**src/rtl/hdc_pkg.sv**
```systemverilog
package hdc_pkg;
  typedef enum logic [1:0] {ST_FREE = 2'd0, ST_SHARED = 2'd1, ST_EXCL = 2'd2} dir_state_e;
  typedef enum logic [1:0] {
    MSG_NONE = 2'd0, MSG_HOME_DATA = 2'd1, MSG_INV_FWD = 2'd2, MSG_INV = 2'd3
  } msg_e;
  typedef enum logic [2:0] {SL_IDLE, SL_RD, SL_WAIT, SL_SEND, SL_ACK, SL_WB} slot_e;
  localparam logic REQ_READ = 1'b0;
  localparam logic REQ_ACK  = 1'b1;
endpackage

```
**src/rtl/hdc_arb.sv**
```systemverilog
module hdc_arb #(
  parameter int N     = 4,
  parameter int IDX_W = (N > 1) ? $clog2(N) : 1
) (
  input  logic [N-1:0]     req_i,
  output logic [N-1:0]     gnt_o,
  output logic [IDX_W-1:0] idx_o,
  output logic             any_o
);
  // fixed priority, lowest index wins
  always_comb begin
    any_o = |req_i;
    idx_o = '0;
    for (int i = N - 1; i >= 0; i--) begin
      if (req_i[i]) idx_o = IDX_W'(i);
    end
    gnt_o = any_o ? (N'(1) << idx_o) : '0;
  end
endmodule

```
**src/rtl/hdc_slot.sv**
```systemverilog
module hdc_slot
  import hdc_pkg::*;
#(
  parameter int NODES  = 64,
  parameter int NODE_W = 6,
  parameter int LINE_W = 8
) (
  input  logic              clk_i,
  input  logic              rst_ni,
  input  logic              alloc_i,
  input  logic [NODE_W-1:0] alloc_node_i,
  input  logic [LINE_W-1:0] alloc_line_i,
  input  logic              rsp_i,
  input  logic [1:0]        rsp_state_i,
  input  logic [NODES-1:0]  rsp_sharers_i,
  input  logic              ack_i,
  input  logic [NODE_W-1:0] ack_node_i,
  input  logic [LINE_W-1:0] ack_line_i,
  input  logic              rd_gnt_i,
  input  logic              msg_gnt_i,
  input  logic              wr_gnt_i,
  output logic              busy_o,
  output logic [LINE_W-1:0] line_o,
  output logic [NODE_W-1:0] node_o,
  output logic              rd_req_o,
  output logic              msg_req_o,
  output logic [1:0]        msg_type_o,
  output logic [NODE_W-1:0] msg_dst_o,
  output logic              wr_req_o
);
  slot_e             st_q;
  logic [LINE_W-1:0] line_q;
  logic [NODE_W-1:0] node_q;
  logic [NODES-1:0]  pend_q, pend_nx, self_bit, others;
  logic              first_q, home_q;

  assign self_bit = NODES'(1) << node_q;
  assign others   = rsp_sharers_i & ~self_bit;

  always_comb begin
    msg_dst_o = '0;
    for (int i = NODES - 1; i >= 0; i--) begin
      if (pend_q[i]) msg_dst_o = NODE_W'(i);
    end
    pend_nx = pend_q & ~(NODES'(1) << msg_dst_o);
  end

  always_ff @(posedge clk_i or negedge rst_ni) begin
    if (!rst_ni) begin
      st_q    <= SL_IDLE;
      line_q  <= '0;
      node_q  <= '0;
      pend_q  <= '0;
      first_q <= 1'b0;
      home_q  <= 1'b0;
    end else begin
      unique case (st_q)
        SL_IDLE: if (alloc_i) begin
          line_q <= alloc_line_i;
          node_q <= alloc_node_i;
          st_q   <= SL_RD;
        end
        SL_RD: if (rd_gnt_i) st_q <= SL_WAIT;
        SL_WAIT: if (rsp_i) begin
          first_q <= 1'b1;
          st_q    <= SL_SEND;
          if (rsp_state_i == ST_FREE || others == '0) begin
            pend_q <= self_bit;
            home_q <= 1'b1;
          end else begin
            pend_q <= others;
            home_q <= 1'b0;
          end
        end
        SL_SEND: if (msg_gnt_i) begin
          pend_q  <= pend_nx;
          first_q <= 1'b0;
          if (pend_nx == '0) st_q <= home_q ? SL_WB : SL_ACK;
        end
        SL_ACK: if (ack_i && ack_line_i == line_q && ack_node_i == node_q) st_q <= SL_WB;
        SL_WB: if (wr_gnt_i) st_q <= SL_IDLE;
        default: st_q <= SL_IDLE;
      endcase
    end
  end

  assign busy_o     = (st_q != SL_IDLE);
  assign line_o     = line_q;
  assign node_o     = node_q;
  assign rd_req_o   = (st_q == SL_RD);
  assign msg_req_o  = (st_q == SL_SEND);
  assign wr_req_o   = (st_q == SL_WB);
  assign msg_type_o = home_q ? MSG_HOME_DATA : (first_q ? MSG_INV_FWD : MSG_INV);
endmodule

```
**src/rtl/home_dir_ctrl.sv**
```systemverilog
module home_dir_ctrl
  import hdc_pkg::*;
#(
  parameter  int NSLOT          = 4,
  parameter  int NODES          = 64,
  parameter  int PAGE_W         = 3,
  parameter  int LINES_PER_PAGE = 32,
  parameter  int HOME_NODE      = 0,
  localparam int NODE_W         = $clog2(NODES),
  localparam int LINE_W         = PAGE_W + $clog2(LINES_PER_PAGE),
  localparam int TAG_W          = (NSLOT > 1) ? $clog2(NSLOT) : 1
) (
  input  logic              clk_i,
  input  logic              rst_ni,
  input  logic              req_valid_i,
  input  logic              req_kind_i,
  input  logic [NODE_W-1:0] req_node_i,
  input  logic [LINE_W-1:0] req_line_i,
  output logic              req_ready_o,
  output logic              msg_valid_o,
  output logic [1:0]        msg_type_o,
  output logic [NODE_W-1:0] msg_dst_o,
  output logic [NODE_W-1:0] msg_req_o,
  output logic [LINE_W-1:0] msg_line_o,
  output logic              msg_local_o,
  output logic              md_rd_valid_o,
  output logic [TAG_W-1:0]  md_rd_tag_o,
  output logic [LINE_W-1:0] md_rd_line_o,
  input  logic              md_rsp_valid_i,
  input  logic [TAG_W-1:0]  md_rsp_tag_i,
  input  logic [1:0]        md_rsp_state_i,
  input  logic [NODES-1:0]  md_rsp_sharers_i,
  output logic              md_wr_valid_o,
  output logic [LINE_W-1:0] md_wr_line_o,
  output logic [1:0]        md_wr_state_o,
  output logic [NODES-1:0]  md_wr_sharers_o
);
  logic [NSLOT-1:0]  busy, rd_req, msg_req, wr_req;
  logic [NSLOT-1:0]  free_gnt, rd_gnt, msg_gnt, wr_gnt, alloc_vec;
  logic [TAG_W-1:0]  free_idx, rd_idx, msg_idx, wr_idx;
  logic              free_any, rd_any, msg_any, wr_any, line_hit, is_read, is_ack;
  logic [LINE_W-1:0] s_line [NSLOT];
  logic [NODE_W-1:0] s_node [NSLOT];
  logic [NODE_W-1:0] s_dst  [NSLOT];
  logic [1:0]        s_type [NSLOT];

  assign is_read = req_valid_i && (req_kind_i == REQ_READ);
  assign is_ack  = req_valid_i && (req_kind_i == REQ_ACK);

  always_comb begin
    line_hit = 1'b0;
    for (int i = 0; i < NSLOT; i++) begin
      if (busy[i] && s_line[i] == req_line_i) line_hit = 1'b1;
    end
  end

  assign req_ready_o = (req_kind_i == REQ_ACK) ? 1'b1 : (free_any && !line_hit);
  assign alloc_vec   = (is_read && req_ready_o) ? free_gnt : '0;

  hdc_arb #(.N(NSLOT), .IDX_W(TAG_W)) i_free_arb (
    .req_i(~busy), .gnt_o(free_gnt), .idx_o(free_idx), .any_o(free_any));
  hdc_arb #(.N(NSLOT), .IDX_W(TAG_W)) i_rd_arb (
    .req_i(rd_req), .gnt_o(rd_gnt), .idx_o(rd_idx), .any_o(rd_any));
  hdc_arb #(.N(NSLOT), .IDX_W(TAG_W)) i_msg_arb (
    .req_i(msg_req), .gnt_o(msg_gnt), .idx_o(msg_idx), .any_o(msg_any));
  hdc_arb #(.N(NSLOT), .IDX_W(TAG_W)) i_wr_arb (
    .req_i(wr_req), .gnt_o(wr_gnt), .idx_o(wr_idx), .any_o(wr_any));

  for (genvar g = 0; g < NSLOT; g++) begin : g_slot
    hdc_slot #(.NODES(NODES), .NODE_W(NODE_W), .LINE_W(LINE_W)) i_slot (
      .clk_i        (clk_i),
      .rst_ni       (rst_ni),
      .alloc_i      (alloc_vec[g]),
      .alloc_node_i (req_node_i),
      .alloc_line_i (req_line_i),
      .rsp_i        (md_rsp_valid_i && md_rsp_tag_i == TAG_W'(g)),
      .rsp_state_i  (md_rsp_state_i),
      .rsp_sharers_i(md_rsp_sharers_i),
      .ack_i        (is_ack),
      .ack_node_i   (req_node_i),
      .ack_line_i   (req_line_i),
      .rd_gnt_i     (rd_gnt[g]),
      .msg_gnt_i    (msg_gnt[g]),
      .wr_gnt_i     (wr_gnt[g]),
      .busy_o       (busy[g]),
      .line_o       (s_line[g]),
      .node_o       (s_node[g]),
      .rd_req_o     (rd_req[g]),
      .msg_req_o    (msg_req[g]),
      .msg_type_o   (s_type[g]),
      .msg_dst_o    (s_dst[g]),
      .wr_req_o     (wr_req[g])
    );
  end

  assign md_rd_valid_o   = rd_any;
  assign md_rd_tag_o     = rd_idx;
  assign md_rd_line_o    = s_line[rd_idx];

  assign msg_valid_o     = msg_any;
  assign msg_type_o      = msg_any ? s_type[msg_idx] : MSG_NONE;
  assign msg_dst_o       = s_dst[msg_idx];
  assign msg_req_o       = s_node[msg_idx];
  assign msg_line_o      = s_line[msg_idx];
  assign msg_local_o     = msg_any && (s_dst[msg_idx] == NODE_W'(HOME_NODE));

  assign md_wr_valid_o   = wr_any;
  assign md_wr_line_o    = s_line[wr_idx];
  assign md_wr_state_o   = ST_EXCL;
  assign md_wr_sharers_o = NODES'(1) << s_node[wr_idx];
endmodule

```
**config.mk**
```make
export PLATFORM = sky130hd
export DESIGN_NAME = home_dir_ctrl
export DESIGN_NICKNAME = d
export VERILOG_FILES = /design/src/rtl/hdc_pkg.sv /design/src/rtl/hdc_arb.sv /design/src/rtl/hdc_slot.sv /design/src/rtl/home_dir_ctrl.sv
export SDC_FILE = /design/constraint.sdc
export NUM_CORES = 2
export LEC_CHECK = 0
export BUFFER_PORTS_ARGS = -buffer_cell sky130_fd_sc_hd__buf_2
export CAP_MARGIN = 10
export CORE_AREA = 2 2 308 310
export DETAILED_ROUTE_END_ITERATION = 12
export DIE_AREA = 0 0 310 312
export MAX_ROUTING_LAYER = met4
export SLEW_MARGIN = 30
export SYNTH_ARGS = -nofsm -noshare
export SYNTH_HDL_FRONTEND = slang
export SYNTH_HIERARCHICAL = 1
export SYNTH_SLANG_ARGS = --single-unit
```
**constraint.sdc**
```tcl
create_clock -name clk_i -period 7.8 [get_ports clk_i]
set_input_delay 1.56 -clock clk_i [delete_from_list [all_inputs] [get_ports clk_i]]
set_output_delay 1.56 -clock clk_i [all_outputs]
set_load 0.01 [all_outputs]
```
Word-level counts from Yosys, hierarchy flattened. Index checks and enable logic that the tools add are counted.

Logic and storage cells: 573. Bits in registers: 332. Bits of input ports: 87. Output and inout bits: 111.

Reductions and logical operators: 69. Equal/unequal tests: 63. Magnitude comparators: 3. Muxes and demuxes: 380. Bitwise operators: 21. Shift operators: 13.

Operators with widths (number): 2-to-1 mux 6 bit (262); 2-to-1 mux 64 bit (12); << shifter 1 x 6 -> 64 bit, first input constant (9); AND 64 bit (8); zero test 64 bit (8); inverter 64 bit (8); case mux 64 bit (2 select lines) (4); 2-to-1 mux 3 bit (28); case mux 3 bit (6 select lines) (4); == test 8 bit (8); binary-select mux 8 bit (select 2 bit) (3); 2-to-1 mux 8 bit (6); 2-to-1 mux 2 bit (23); != test 2 bit, second input constant (20); binary-select mux 6 bit (select 2 bit) (3); AND reduction 7 bit (4); 2-to-1 mux 1 bit (25); == test 3 x 2 -> 1 bit, second input constant (8); == test 3 bit, second input constant (8); == test 6 bit (4); logical AND 1 bit (21); 2-to-1 mux 4 bit (5); != test 2 x 1 -> 1 bit, second input constant (8); AND reduction 2 bit (8); 19 further kinds (52).

Longest topological paths before layout.
Depth in word-level cells: 71. Gate-level depth with buffers: 15. Mapped depth without buffers: 12.

By module. Netlist, hierarchy kept.

By module, submodules not included: hdc_slot (sequential area each 2077.0 um^2, area an instance 7576.0 um^2, cells each 1048, instances 4); home_dir_ctrl (sequential area each 0.0 um^2, area an instance 1981.9 um^2, cells each 227, instances 1); hdc_arb (sequential area each 0.0 um^2, area an instance 50.0 um^2, cells each 11, instances 4).

Least setup slack after synthesis. Ideal clock, no wire load.

Kind: flip-flop to output port. Start: register g_slot[3].i_slot.pend_q[3]. End: output msg_local_o. Data arrival time: 3201 ps. Setup slack: 3039 ps. Cell stages (with the launch flop): 10. Buffers on the path: 1. Required time: 6240 ps. Path through: dfrtp_1 clkbuf_1 nor4_1 nand2_1 or4_1 a22oi_2 nor2_1 mux4_2 or4b_1 nor4_2.

RTL lines: start: declaration (RTL line hdc_slot.sv:34) `logic [NODES-1:0] pend_q, pend_nx, self_bit, others;`; start signal: assignment (RTL line hdc_slot.sv:68) `pend_q <= self_bit;`; start signal: assignment (RTL line hdc_slot.sv:71) `pend_q <= others;`; start signal: assignment (RTL line hdc_slot.sv:76) `pend_q <= pend_nx;`; end: declaration (RTL line home_dir_ctrl.sv:25) `output logic msg_local_o,`.

Final worst setup path.
Start: register g_slot[2].i_slot.st_q[1]. End: output msg_local_o.

Cells in the longest elaborated chain, start to end: 10. Elaborated cells between the ends (all ways): 11. Classes of those cells: eq/ne (1); mux (6); bitwise (1); reduce/logical (3).

RTL lines: start: declaration (RTL line hdc_slot.sv:31) `slot_e st_q;`; start signal: assignment (RTL line hdc_slot.sv:78) `if (pend_nx == '0) st_q <= home_q ? SL_WB : SL_ACK;`; == test 3 x 2 -> 1 bit (RTL line hdc_slot.sv:91) `assign msg_req_o = (st_q == SL_SEND);`; net msg_req[2] (RTL line home_dir_ctrl.sv:38) `logic [NSLOT-1:0] busy, rd_req, msg_req, wr_req;`; 2-to-1 mux 2 bit (3 in a row) (RTL line hdc_arb.sv:15) `if (req_i[i]) idx_o = IDX_W'(i);`; net msg_idx[0] (RTL line home_dir_ctrl.sv:40) `logic [TAG_W-1:0] free_idx, rd_idx, msg_idx, wr_idx;`; inverter 2 -> 3 bit (not written as such) (RTL line home_dir_ctrl.sv:105) `assign msg_local_o = msg_any && (s_dst[msg_idx] == NODE_W'(HOME_NODE));`; binary-select mux 6 bit (select 2 bit) (RTL line home_dir_ctrl.sv:105); 2-to-1 mux 6 bit (not written as such) (2 in a row) (RTL line home_dir_ctrl.sv:105); zero test 6 bit (RTL line home_dir_ctrl.sv:105); logical AND 1 bit (RTL line home_dir_ctrl.sv:105).

The timed path passes the listed nets, and every way through them passes these cells. The select of a mux whose other input is x is not followed.

==> impl_metrics.sql <==
INSERT INTO impl_metrics (metric_group, metric, value, unit) VALUES
('run_status', 'outcome', 'complete, no violations', ''),
('global_route', 'first_global_vias', '35400', ''),
('critical_path', 'r2r_slack', '1.89', 'ns'),
('synth', 'yosysWarnings', '6', ''),
('floorplanning', 'effective_utilization_at_floorplan', '0.3490', ''),
('global_route', 'grt_usage', '0.3521', ''),
('floorplanning', 'core_region_area', '93050', 'µm²'),
('clock_network', 'post_cts_resize_count', '0', ''),
('critical_path', 'worstSetupEndpoint', 'msg_local_o', ''),
('power_and_ir_drop', 'power_frac_comb', '0.668', ''),
('timing', 'slew-limit-headroom', '0.2584', ''),
('placement', 'place.gp.congestion', '1.056', ''),
('floorplanning', 'dieArea', '96720', 'µm²'),
('global_route', 'grt_first_pass_wirelength', '248000', 'µm'),
('routing', 'ant_nets', '0', ''),
('power_and_ir_drop', 'cellInternalPower', '7.340', 'mW'),
('critical_path', 'worst_setup_path_start_kind', 'register', ''),
('critical_path', 'crit_path_end_kind', 'output pin', ''),
('timing', 'setup_viol', '0', ''),
('placement', 'port-buffer-count', '195', ''),
('critical_path', 'reg2regPathDepth', '11', ''),
('clock_network', 'htreeDepth', '2', ''),
('worst_hold_path', 'worst_hold_startpoint', 'g_slot[2].i_slot/first_q', ''),
('critical_path', 'cp_data_arrival_time', '4.79', 'ns'),
('clock_network', 'number_of_buffers_inserted_by_post_cts_setup_repair', '0', ''),
('routing', 'post_drt_wl_per_cell', '30.32', 'µm'),
('critical_path', 'slowest_stage', 'sky130_fd_sc_hd__mux4_2', ''),
('layout', 'finalNonFillerCells', '5698', ''),
('layout', 'layout-drive-gt1-share', '0.1219', ''),
('timing', 'total_negative_setup_slack', '0', 'ns'),
('synth', 'netlist_area_before_placement', '32480', 'µm²'),
('routing', 'post_dr_vias_cell', '6.843', ''),
('critical_path', 'cpPeakStageDelay', '0.56', 'ns'),
('global_route', 'grt.overflow.total', '0', ''),
('job', 'maxCapViolations', '0', ''),
('clock_network', 'clock-sinks', '332', ''),
('global_route', 'antenna_found_initial', '20', ''),
('timing', 'min_period', '6.353', 'ns'),
('layout', 'nNetsFinal', '4477', ''),
('global_route', 'maximum_number_of_pins_on_one_net_before_global_route_repair', '161', ''),
('timing', 'finalClockSkew', '0.02072', 'ns'),
('synth', 'syn_inst', '4461', ''),
('floorplanning', 'rows', '112', ''),
('critical_path', 'crit_fanout', '56', ''),
('clock_network', 'tritoncts_clock_tree', 'done', ''),
('power_and_ir_drop', 'pwr-share-seq', '0.208', ''),
('placement', 'dp_cells', '5598', ''),
('floorplanning', 'io_pins', '198', ''),
('routing', 'first_pass_iters', '7', ''),
('power_and_ir_drop', 'worst_supply_voltage_drop_on_vdd', '0.3326', 'mV'),
('timing', 'timing.fmax', '157.4', 'MHz'),
('clock_network', 'cts_root_buffer', 'sky130_fd_sc_hd__clkbuf_16', ''),
('routing', 'detail_route.drc_violations', '0', ''),
('critical_path', 'timing_worst_setup_path_type', 'register to output pin', ''),
('synth', 'postSynthAreaPerCell', '7.280', 'µm²'),
('worst_hold_path', 'number_of_cells_traversed_by_the_worst_hold_path', '2', ''),
('routing', 'vias', '38990', ''),
('power_and_ir_drop', 'power.static_leakage', '13.43', 'nW'),
('timing', 'grt_setup_unrepaired', 'false', ''),
('power_and_ir_drop', 'p_sw', '11.10', 'mW'),
('timing', 'final_max_slew_viol_count', '0', ''),
('timing', 'worst_pin_slew', '1.084', 'ns'),
('routing', 'initialDrtViolationCount', '6276', ''),
('layout', 'layout.filler_cells', '9937', ''),
('worst_hold_path', 'worstHoldPathType', 'register to register', ''),
('clock_network', 'ctsHoldBuffers', '0', ''),
('synth', 'synth_nets', '4548', ''),
('critical_path', 'crit_required', '6.24', 'ns'),
('power_and_ir_drop', 'sw_frac_of_total', '0.6020', ''),
('routing', 'route.final.wire_length', '172800', 'µm'),
('timing', 'hold_viol', '0', '');
==> layout by cell type, fill, tap and decap left out, types with 52 or more instances in the layout <==
cell type                  instances
sky130_fd_sc_hd__nor2_1          369
sky130_fd_sc_hd__nand4_1          68
sky130_fd_sc_hd__inv_1            84
sky130_fd_sc_hd__nand2b_1         70
sky130_fd_sc_hd__nand3_1          57
sky130_fd_sc_hd__xor2_1           64
sky130_fd_sc_hd__o22ai_1         188
sky130_fd_sc_hd__buf_2           194
sky130_fd_sc_hd__a21oi_1         357
sky130_fd_sc_hd__nor4_1          116
sky130_fd_sc_hd__a22o_1           60
sky130_fd_sc_hd__o21ai_0         576
sky130_fd_sc_hd__nand2_1         465
sky130_fd_sc_hd__o31ai_1          52
sky130_fd_sc_hd__o21ai_1         112
sky130_fd_sc_hd__buf_4            61
sky130_fd_sc_hd__dfrtp_1         332
sky130_fd_sc_hd__mux2_2           68
sky130_fd_sc_hd__nor3_1          141
==> power by group through the flow <==
stage               Combinational, mW  Sequential (mW)  Clock (mW)
finish                           12.3             3.84        2.28
global route                     12.9             3.90        2.35
CTS                              11.8             3.74        2.30
detailed placement               11.8             3.77           0
global placement                 11.9             3.75           0
floorplan                        8.09             3.03           0
==> per-stage QoR <==
step                      instance area (µm²)  worst slack [ns]  power, mW  utilization  hold slack (ns)
final                                   35650             1.447      18.44       0.3831           0.5304
after CTS                               35560             1.419      17.86       0.3821           0.5276
after global routing                    35640             1.279      19.14       0.3830           0.5812
after floorplan                         32480             3.039      11.12            -           0.4687
after detailed placement                34000             2.057      15.54       0.3654           0.5131
after global placement                  34000             2.139      15.66       0.3654           0.5024
==> worst min-delay path by stage <==
stage                          endpoint
5_1_grt        g_slot[2].i_slot/first_q
2_1_floorplan  g_slot[1].i_slot/first_q
3_5_place_dp   g_slot[2].i_slot/first_q
6_report       g_slot[2].i_slot/first_q
4_1_cts        g_slot[2].i_slot/first_q
3_3_place_gp   g_slot[2].i_slot/first_q
==> metal layers <==
| metal | GRT usage | share of wire | vias up |
|---|---|---|---|
| met5 | - | 0 | - |
| met4 | 0.1854 | 0.065 | 0 |
| met3 | 0.09941 | 0.12 | 632 |
| met2 | 0.4881 | 0.42 | 2828 |
| met1 | 0.4613 | 0.39 | 18820 |
| li1 | - | - | 16720 |
==> cell type report <==
class                           instances  area (µm²)  area share
Antenna cell                           22       55.05    0.001544
Clock buffer                           59        1257     0.03527
Clock inverter                         18       299.0    0.008388
Inverter                               96       370.4     0.01039
Multi-Input combinational cell       3658       22280      0.6250
Sequential cell                       332        8308      0.2330
Tap cell                             1254        1569     0.04401
Timing Repair Buffer                  259        1511     0.04240
==> sequential cells by signal (all words and copies together), names as in the netlist <==
register               cells
g_slot.i_slot/first_q      4
g_slot.i_slot/home_q       4
g_slot.i_slot/st_q        12
g_slot.i_slot/pend_q     256
g_slot.i_slot/node_o      24
g_slot.i_slot/line_o      32
==> worst max-delay path: cells and delay by family, from the launching register on <==
family | cells | cell delay [ns]
AO/OA/AOI/OAI | 1 | 0.40
buffers and inverters | 3 | 1.20
flip-flops | 1 | 0.48
multiplexers | 1 | 0.56
AND/OR/NAND/NOR | 5 | 1.49
Note: power is estimated with default switching activity, not from simulation.
